## src/rtl/oems_pkg.sv

```systemverilog
package oems_pkg;

   // Number of comparator levels for 2^p keys.
   function automatic int net_depth(input int p);
      return (p * (p + 1)) / 2;
   endfunction

   // Closed-form comparator count for 2^p keys.
   function automatic int cmp_formula(input int p);
      return (((p * p - p + 4) << p) >> 2) - 1;
   endfunction

   // Half-size of the sorted runs being merged at level lvl.
   function automatic int level_pp(input int lvl);
      int s;
      int rem;
      s   = 1;
      rem = lvl;
      while (rem >= s) begin
         rem = rem - s;
         s   = s + 1;
      end
      return 1 << (s - 1);
   endfunction

   // Wire distance between the two inputs of a comparator at level lvl.
   function automatic int level_k(input int lvl);
      int s;
      int rem;
      s   = 1;
      rem = lvl;
      while (rem >= s) begin
         rem = rem - s;
         s   = s + 1;
      end
      return (1 << (s - 1)) >> rem;
   endfunction

   // True when wire w is the lower input of a comparator reaching wire w+k.
   function automatic bit is_low(input int w, input int pp, input int k, input int n);
      int r;
      if (w < 0 || w + k >= n) return 1'b0;
      r = w - (k % pp);
      if (r < 0) return 1'b0;
      if ((r % (2 * k)) >= k) return 1'b0;
      return (w / (2 * pp)) == ((w + k) / (2 * pp));
   endfunction

   // Comparator count obtained by walking the generated schedule.
   function automatic int cmp_built(input int p);
      int total;
      int n;
      n     = 1 << p;
      total = 0;
      for (int l = 0; l < net_depth(p); l++)
         for (int w = 0; w < n; w++)
            if (is_low(w, level_pp(l), level_k(l), n)) total = total + 1;
      return total;
   endfunction

endpackage

```

## src/rtl/oems_cmp_xchg.sv

```systemverilog
module oems_cmp_xchg #(
   parameter int W = 8
) (
   input  logic [W-1:0] a,
   input  logic [W-1:0] b,
   output logic [W-1:0] lo,
   output logic [W-1:0] hi
);
   logic swap;

   assign swap = a > b;
   assign lo   = swap ? b : a;
   assign hi   = swap ? a : b;
endmodule

```

## src/rtl/oems_level.sv

```systemverilog
module oems_level
   import oems_pkg::*;
#(
   parameter int N  = 8,
   parameter int W  = 8,
   parameter int PP = 1,
   parameter int K  = 1
) (
   input  logic                clk,
   input  logic                rst,
   input  logic                vld_i,
   input  logic [N-1:0][W-1:0] keys_i,
   output logic                vld_o,
   output logic [N-1:0][W-1:0] keys_o
);
   logic [N-1:0][W-1:0] nxt;

   for (genvar w = 0; w < N; w++) begin : g_wire
      if (is_low(w, PP, K, N)) begin : g_cmp
         oems_cmp_xchg #(.W(W)) u_cx (
            .a  (keys_i[w]),
            .b  (keys_i[w+K]),
            .lo (nxt[w]),
            .hi (nxt[w+K])
         );
      end else if (!is_low(w - K, PP, K, N)) begin : g_pass
         assign nxt[w] = keys_i[w];
      end
   end

   always_ff @(posedge clk) begin
      if (rst) vld_o <= 1'b0;
      else     vld_o <= vld_i;
   end

   always_ff @(posedge clk) begin
      keys_o <= nxt;
   end
endmodule

```

## src/rtl/oe_merge_sorter.sv

```systemverilog
module oe_merge_sorter
   import oems_pkg::*;
#(
   parameter int P = 3,
   parameter int W = 8
) (
   input  logic                 clk,
   input  logic                 rst,
   input  logic                 in_valid,
   input  logic [(W<<P)-1:0]    in_keys,
   output logic                 out_valid,
   output logic [(W<<P)-1:0]    out_keys
);
   localparam int N     = 1 << P;
   localparam int DEPTH = net_depth(P);
   localparam int NCMP  = cmp_formula(P);

   if (P < 1 || P > 8) begin : g_bad_p
      $error("oe_merge_sorter: P must lie in 1..8");
   end
   if (W < 1) begin : g_bad_w
      $error("oe_merge_sorter: W must be at least 1");
   end
   if (cmp_built(P) != NCMP) begin : g_bad_sched
      $error("oe_merge_sorter: generated schedule has the wrong comparator count");
   end

   logic [N-1:0][W-1:0] st_keys [DEPTH+1];
   logic                st_vld  [DEPTH+1];

   for (genvar i = 0; i < N; i++) begin : g_unpack
      assign st_keys[0][i]              = in_keys[(N-1-i)*W +: W];
      assign out_keys[(N-1-i)*W +: W]   = st_keys[DEPTH][i];
   end
   assign st_vld[0]  = in_valid;
   assign out_valid  = st_vld[DEPTH];

   for (genvar g = 0; g < DEPTH; g++) begin : g_lvl
      oems_level #(
         .N  (N),
         .W  (W),
         .PP (level_pp(g)),
         .K  (level_k(g))
      ) u_lvl (
         .clk    (clk),
         .rst    (rst),
         .vld_i  (st_vld[g]),
         .keys_i (st_keys[g]),
         .vld_o  (st_vld[g+1]),
         .keys_o (st_keys[g+1])
      );
   end
endmodule

```

## config.mk

```make
export PLATFORM = sky130hd
export DESIGN_NAME = oe_merge_sorter
export DESIGN_NICKNAME = d
export VERILOG_FILES = /design/src/rtl/oems_pkg.sv /design/src/rtl/oems_cmp_xchg.sv /design/src/rtl/oems_level.sv /design/src/rtl/oe_merge_sorter.sv
export SDC_FILE = /design/constraint.sdc
export NUM_CORES = 1
export LEC_CHECK = 0
export BUFFER_PORTS_ARGS = -buffer_cell sky130_fd_sc_hd__buf_2
export CORE_UTILIZATION = 61
export CTS_CLUSTER_SIZE = 30
export DETAILED_ROUTE_END_ITERATION = 6
export PLACE_DENSITY_LB_ADDON = 0.12
export SYNTH_ARGS = -nofsm -noshare
export SYNTH_HDL_FRONTEND = slang
export SYNTH_SLANG_ARGS = --single-unit
export TNS_END_PERCENT = 50
```

## constraint.sdc

```tcl
create_clock -name clk -period 5.7 [get_ports clk]
set_input_delay 0.57 -clock clk [delete_from_list [all_inputs] [get_ports clk]]
set_output_delay 0.57 -clock clk [all_outputs]
set_load 0.005 [all_outputs]
```

# --- Word-level counts from Yosys, hierarchy flattened ---
# Index checks and enable logic that the tools add are counted.
# W data, S select, Z words.
word_totals:
  mem_count: 0
  ff_bits: 390
  ramBits: 0
  in_bits: 67
  latchBits: 0
  rom_bits: 0
  output_inout_bits: 65
classes:
  n_mux: 38
  n_bitwise: 0
  order_cmp: 19
  multipliers: 0
  eq_ne: 0
  n_div: 0
  n_addsub: 0
  n_reduce_logical: 0
  n_shift: 0
op_table:
  columns: ["cell", "count"]
  rows:
  - ["$mux W8", 38]
  - ["$gt A8 B8 Y1", 19]

# --- Logic depth before layout (Yosys ltp) ---
depth:
  word_depth: 2
  mapped_depth: 9
  depth_no_buf: 7

# --- Cells and area by module ---
# A second synthesis with hierarchy kept.
hier_totals:
  cells_unflattened: 1232
  area_unflattened_um2: 16947.5
by_module_without_submodules:
  columns: ["module", "cells_each", "area_each_um2", "n_inst"]
  rows:
  - ["oems_cmp_xchg", 44, 476.7, 19]
  - ["oems_level", 66, 1315.0, 6]

# --- Worst setup path before layout ---
# No wires, ideal clock.
synth_timing:
  path_type: "input port to flip-flop"
  start: "input port in_keys[55]"
  end: "register g_lvl[0].u_lvl.keys_o[10] (netlist bit)"
  setup_slack_ns: 3.714
  path_stages: 9
  arrival_ns: 1.864
  setup_ns: 0.122
  n_path_buf: 2
  path_cell_list: "inv_1 -> ha_1 -> nand4_4 -> nand2b_4 -> buf_6 -> buf_6 -> nand3_1 -> o21ai_1 -> a221o_1"
synth_between:
  elab_chain_cells: 2
synth_lines:
  columns: ["item", "line", "source"]
  rows:
  - ["start: declaration", "oe_merge_sorter.sv:10", "input logic [(W<<P)-1:0] in_keys,"]
  - ["$gt A8 B8 Y1", "oems_cmp_xchg.sv:11", "assign swap = a > b;"]
  - ["$mux W8", "oems_cmp_xchg.sv:13", "assign hi = swap ? a : b;"]
  - ["net g_lvl[0].u_lvl.g_wire[0].g_cmp.u_cx.hi[2]", "oems_cmp_xchg.sv:7", "output logic [W-1:0] hi"]
  - ["end signal: assignment", "oems_level.sv:37", "keys_o <= nxt;"]
  - ["end: declaration", "oems_level.sv:14", "output logic [N-1:0][W-1:0] keys_o"]
# The timed path passes the listed nets, and every way through them passes these cells.
# A chain may end at the register's enable or synchronous reset.

# --- Worst setup path after layout ---
layout_timing:
  start: "register g_lvl[0].u_lvl.keys_o[63] (netlist bit)"
  end: "register g_lvl[1].u_lvl.keys_o[44] (netlist bit)"
layout_between:
  elab_chain_cells: 2
layout_lines:
  columns: ["item", "line", "source"]
  rows:
  - ["$gt A8 B8 Y1", "oems_cmp_xchg.sv:11", null]
  - ["$mux W8", "oems_cmp_xchg.sv:12", "assign lo = swap ? b : a;"]
  - ["net g_lvl[1].u_lvl.g_wire[5].g_cmp.u_cx.lo[4]", "oems_cmp_xchg.sv:6", "output logic [W-1:0] lo,"]
  - ["end signal: assignment", "oems_level.sv:37", null]
  - ["end: declaration", "oems_level.sv:14", null]
# The timed path passes the listed nets, and every way through them passes these cells.

==> results.py <==
metrics = {
    "synth": {
        "synth_top_family_by_area": "compound AO/OA/AOI/OAI gates",
        "synth.top_cell.area_share_pct": 41.9,
        "synth_seq_cells": 390,
        "synth_adder_area_share_pct": 10.2,
        "syn_nets": 2119,
        "synth_cells": 1900,
        "synthMuxAreaShare_pct": 7.93,
        "synth_area_leaders": "dfxtp_1, ha_1, a221o_1",
        "synth_area_um2": 18600,
        "yosysSeqAreaShare_pct": 41.9,
        "synth_xor_area_share_pct": 0,
        "syn_avg_cell_area_um2": 9.81,
        "synth_compound_area_share_pct": 19.8,
        "ys.warnings.count": 0,
        "ys_types": 33,
        "synthSimpleGateAreaFrac_pct": 13.6,
        "yosysTopAreaCell": "dfxtp_1",
    },
    "drt": {
        "ant_nets": 0,
        "wl_per_cell_um": 15.8,
        "via_per_inst": 5.85,
        "drt_iter0_markers": 877,
        "first_pass_iters": 5,
        "drcViolationCount": 0,
        "wl_um": 38100,
        "vias": 14100,
    },
    "global_route": {
        "grt_pass1_vias": 12500,
        "antenna_found_initial": 0,
        "grt_pass1_wl_um": 62000,
        "overflow": 0,
        "grt_max_degree": 34,
        "grt.total_usage_pct": 24.3,
    },
    "layout": {
        "finish.instance_area_um2": 20700,
        "areaGrowthSynthToFinish_pct": 10.8,
        "drive_gt1_share_pct": 21.2,
        "fillCellCount": 2330,
        "nNetsFinal": 2206,
        "antenna_cells": 0,
    },
    "die": {
        "die_x_um": 177,
        "coreArea_um2": 29900,
        "fp-row-count": 63,
        "die_h_um": 177,
        "dieArea_um2": 31300,
        "io_pins": 132,
        "initial_core_util_pct": 62.4,
    },
    "worst_setup_path": {
        "worstSetupEndpointType": "flip-flop",
        "critical_path.cell_chain": "inv_1 -> ha_1 -> nand2_1 -> o21ai_2 -> o21ai_2 -> a221o_1",
        "cpMostUsedCell": "o21ai_2",
        "regToRegSetupSlack_ns": 2.93,
        "cp.arrival_ns": 3.18,
        "max_stage_delay_ns": 0.84,
        "cp_max_fo": 33,
        "r2r.worst_path.cells": 6,
        "required_ns": 6.11,
        "critPathBufInv": 1,
        "critical-path-slowest-cell": "o21ai_2",
        "path_delay_family": "compound AO/OA/AOI/OAI gates",
        "path_class": "flip-flop to flip-flop",
        "start_kind": "flip-flop",
        "cp_num_cells": 6,
    },
    "cts": {
        "ctsHoldBuffers": 0,
        "cts_root_buffer": "clkbuf_16",
        "clk_path_buf_depth": 3,
        "clkSinkCount": 390,
        "path_clk_slew_ns": 0.06,
        "cts_tree": "yes",
        "post_cts_resized": 0,
        "htreeDepth": 2,
        "cts_buffers": 39,
        "post-cts-setup-buffers": 0,
        "clk_latency_ns": 0.53,
    },
    "pwr": {
        "peakVddDrop_mv": 0.281,
        "p_comb_share_pct": 45.3,
        "p_clk_share_pct": 19.2,
        "netSwitchingPower_mw": 5.29,
        "p_int_mw": 9.11,
        "power_mw": 14.4,
        "power_density_nw_per_um2": 697,
        "p_seq_share_pct": 35.5,
        "sw_frac_of_total_pct": 36.7,
        "leakage_nw": 9.57,
    },
    "timing": {
        "slew_violations": 0,
        "skew_ns": 0.0198,
        "setup_violations": 0,
        "worst_pin_slew_ns": 1.13,
        "relSlewSlack_pct": 24.6,
        "rsz0062_at_grt": "false",
        "fmax_ghz": 0.361,
        "final-hold-violation-count": 0,
        "tns_ns": 0,
        "fin_crit_ns": 2.77,
        "fin_crit_sh_pct": 48.6,
    },
    "flow_run": {
        "drv_cap": 0,
    },
    "place": {
        "gp_congestion": 0.874,
        "placed_cell_area_um2": 19200,
        "port_buffers": 131,
        "dpl.hpwl_um": 27900,
    },
    "min_path": {
        "worstHoldPathCells": 2,
        "hold_path.class": "input pin to flip-flop",
    },
    "status": {
        "status": "completed",
    },
}
## through the flow
stage / hold slack [ns] / utilization, % / worst slack [ns] / instances
after floorplan: 0.310 / - / 3.71 / 1900
after global placement: 0.310 / 64.3 / 2.83 / 2336
final: 0.261 / 69.2 / 2.93 / 2407
after CTS: 0.242 / 69.2 / 2.96 / 2407
after global routing: 0.259 / 69.2 / 2.72 / 2407
after detailed placement: 0.312 / 64.3 / 2.72 / 2336
## power by group through the flow
stage          Clock [mW]  Sequential (mW)  Combinational, mW
2_1_floorplan           0             4.79               5.38
3_3_place_gp            0             5.11               6.23
3_5_place_dp            0             5.16               6.45
4_1_cts              2.82             5.11               6.54
5_1_grt              2.94             5.26               7.27
6_report             2.77             5.11               6.52
## layout by cell type (no fill, tap or decap), drive strengths merged
master / netlist / final
inv: 162 / 164
nand3: 160 / 160
o21ai: 223 / 223
and4: 18 / 18
bufinv: 0 / 7
a221o: 160 / 160
nor3b: 10 / 10
buf: 69 / 135
nand4: 20 / 20
a211oi: 17 / 17
clkinv: 0 / 13
o211ai: 9 / 9
nand2: 212 / 212
o31ai: 1 / 1
o221a: 16 / 16
ha: 152 / 152
clkbuf: 20 / 49
a21boi: 8 / 8
nor2: 25 / 25
or2: 9 / 9
a21oi: 66 / 66
nand2b: 10 / 10
dfxtp: 390 / 390
nor2b: 15 / 15
mux2: 128 / 128
## cell usage after synthesis (all sizes together)
library cell  number
a211oi            17
a21boi             8
a21oi             66
a221o            160
and4              18
buf               69
clkbuf            20
dfxtp            390
ha               152
inv              162
mux2             128
nand2            212
nand2b            10
nand3            160
nand4             20
nor2              25
nor2b             15
nor3b             10
o211ai             9
o21ai            223
o221a             16
o31ai              1
or2                9
## final timing paths
check | start | end
max | g_lvl[0].u_lvl.keys_o[63] | g_lvl[1].u_lvl.keys_o[44]
min | rst | g_lvl[3].u_lvl.vld_o
max reg2reg | g_lvl[0].u_lvl.keys_o[63] | g_lvl[1].u_lvl.keys_o[44]
min reg2reg | g_lvl[3].u_lvl.keys_o[2] | g_lvl[4].u_lvl.keys_o[2]
## area by class of cell
type / count / area, um2 / share of cell area [%]
Sequential cell: 390 / 7810 / 37.8
Tap cell: 390 / 488 / 2.36
Clock buffer: 49 / 1120 / 5.44
Timing Repair Buffer: 135 / 686 / 3.32
Multi-Input combinational cell: 1259 / 9620 / 46.6
Inverter: 162 / 608 / 2.94
Clock inverter: 22 / 327 / 1.58
## registers in the layout, indices dropped and copies added, names as in the netlist
name / flops
g_lvl.u_lvl.vld_o: 6
g_lvl.u_lvl.keys_o: 384
## metal layers
layer  GRT usage [%]  wire [um]  share of wire (%)
met1            30.4      16600                 44
met2            41.5      18500                 49
met3            3.24       1540                4.0
met4            10.7       1430                3.7
met5               0          0                  0
## kinds of logic (layout without fill, tap and decap cells)
kind of cell	after synthesis	after routing
buffers and inverters	251	368
and+or+nand+nor	479	479
DFF	390	390
muxes	128	128
adders and majority gates	152	152
AOI/OAI and AO/OA	500	500
(Power assumes the default switching activity.)
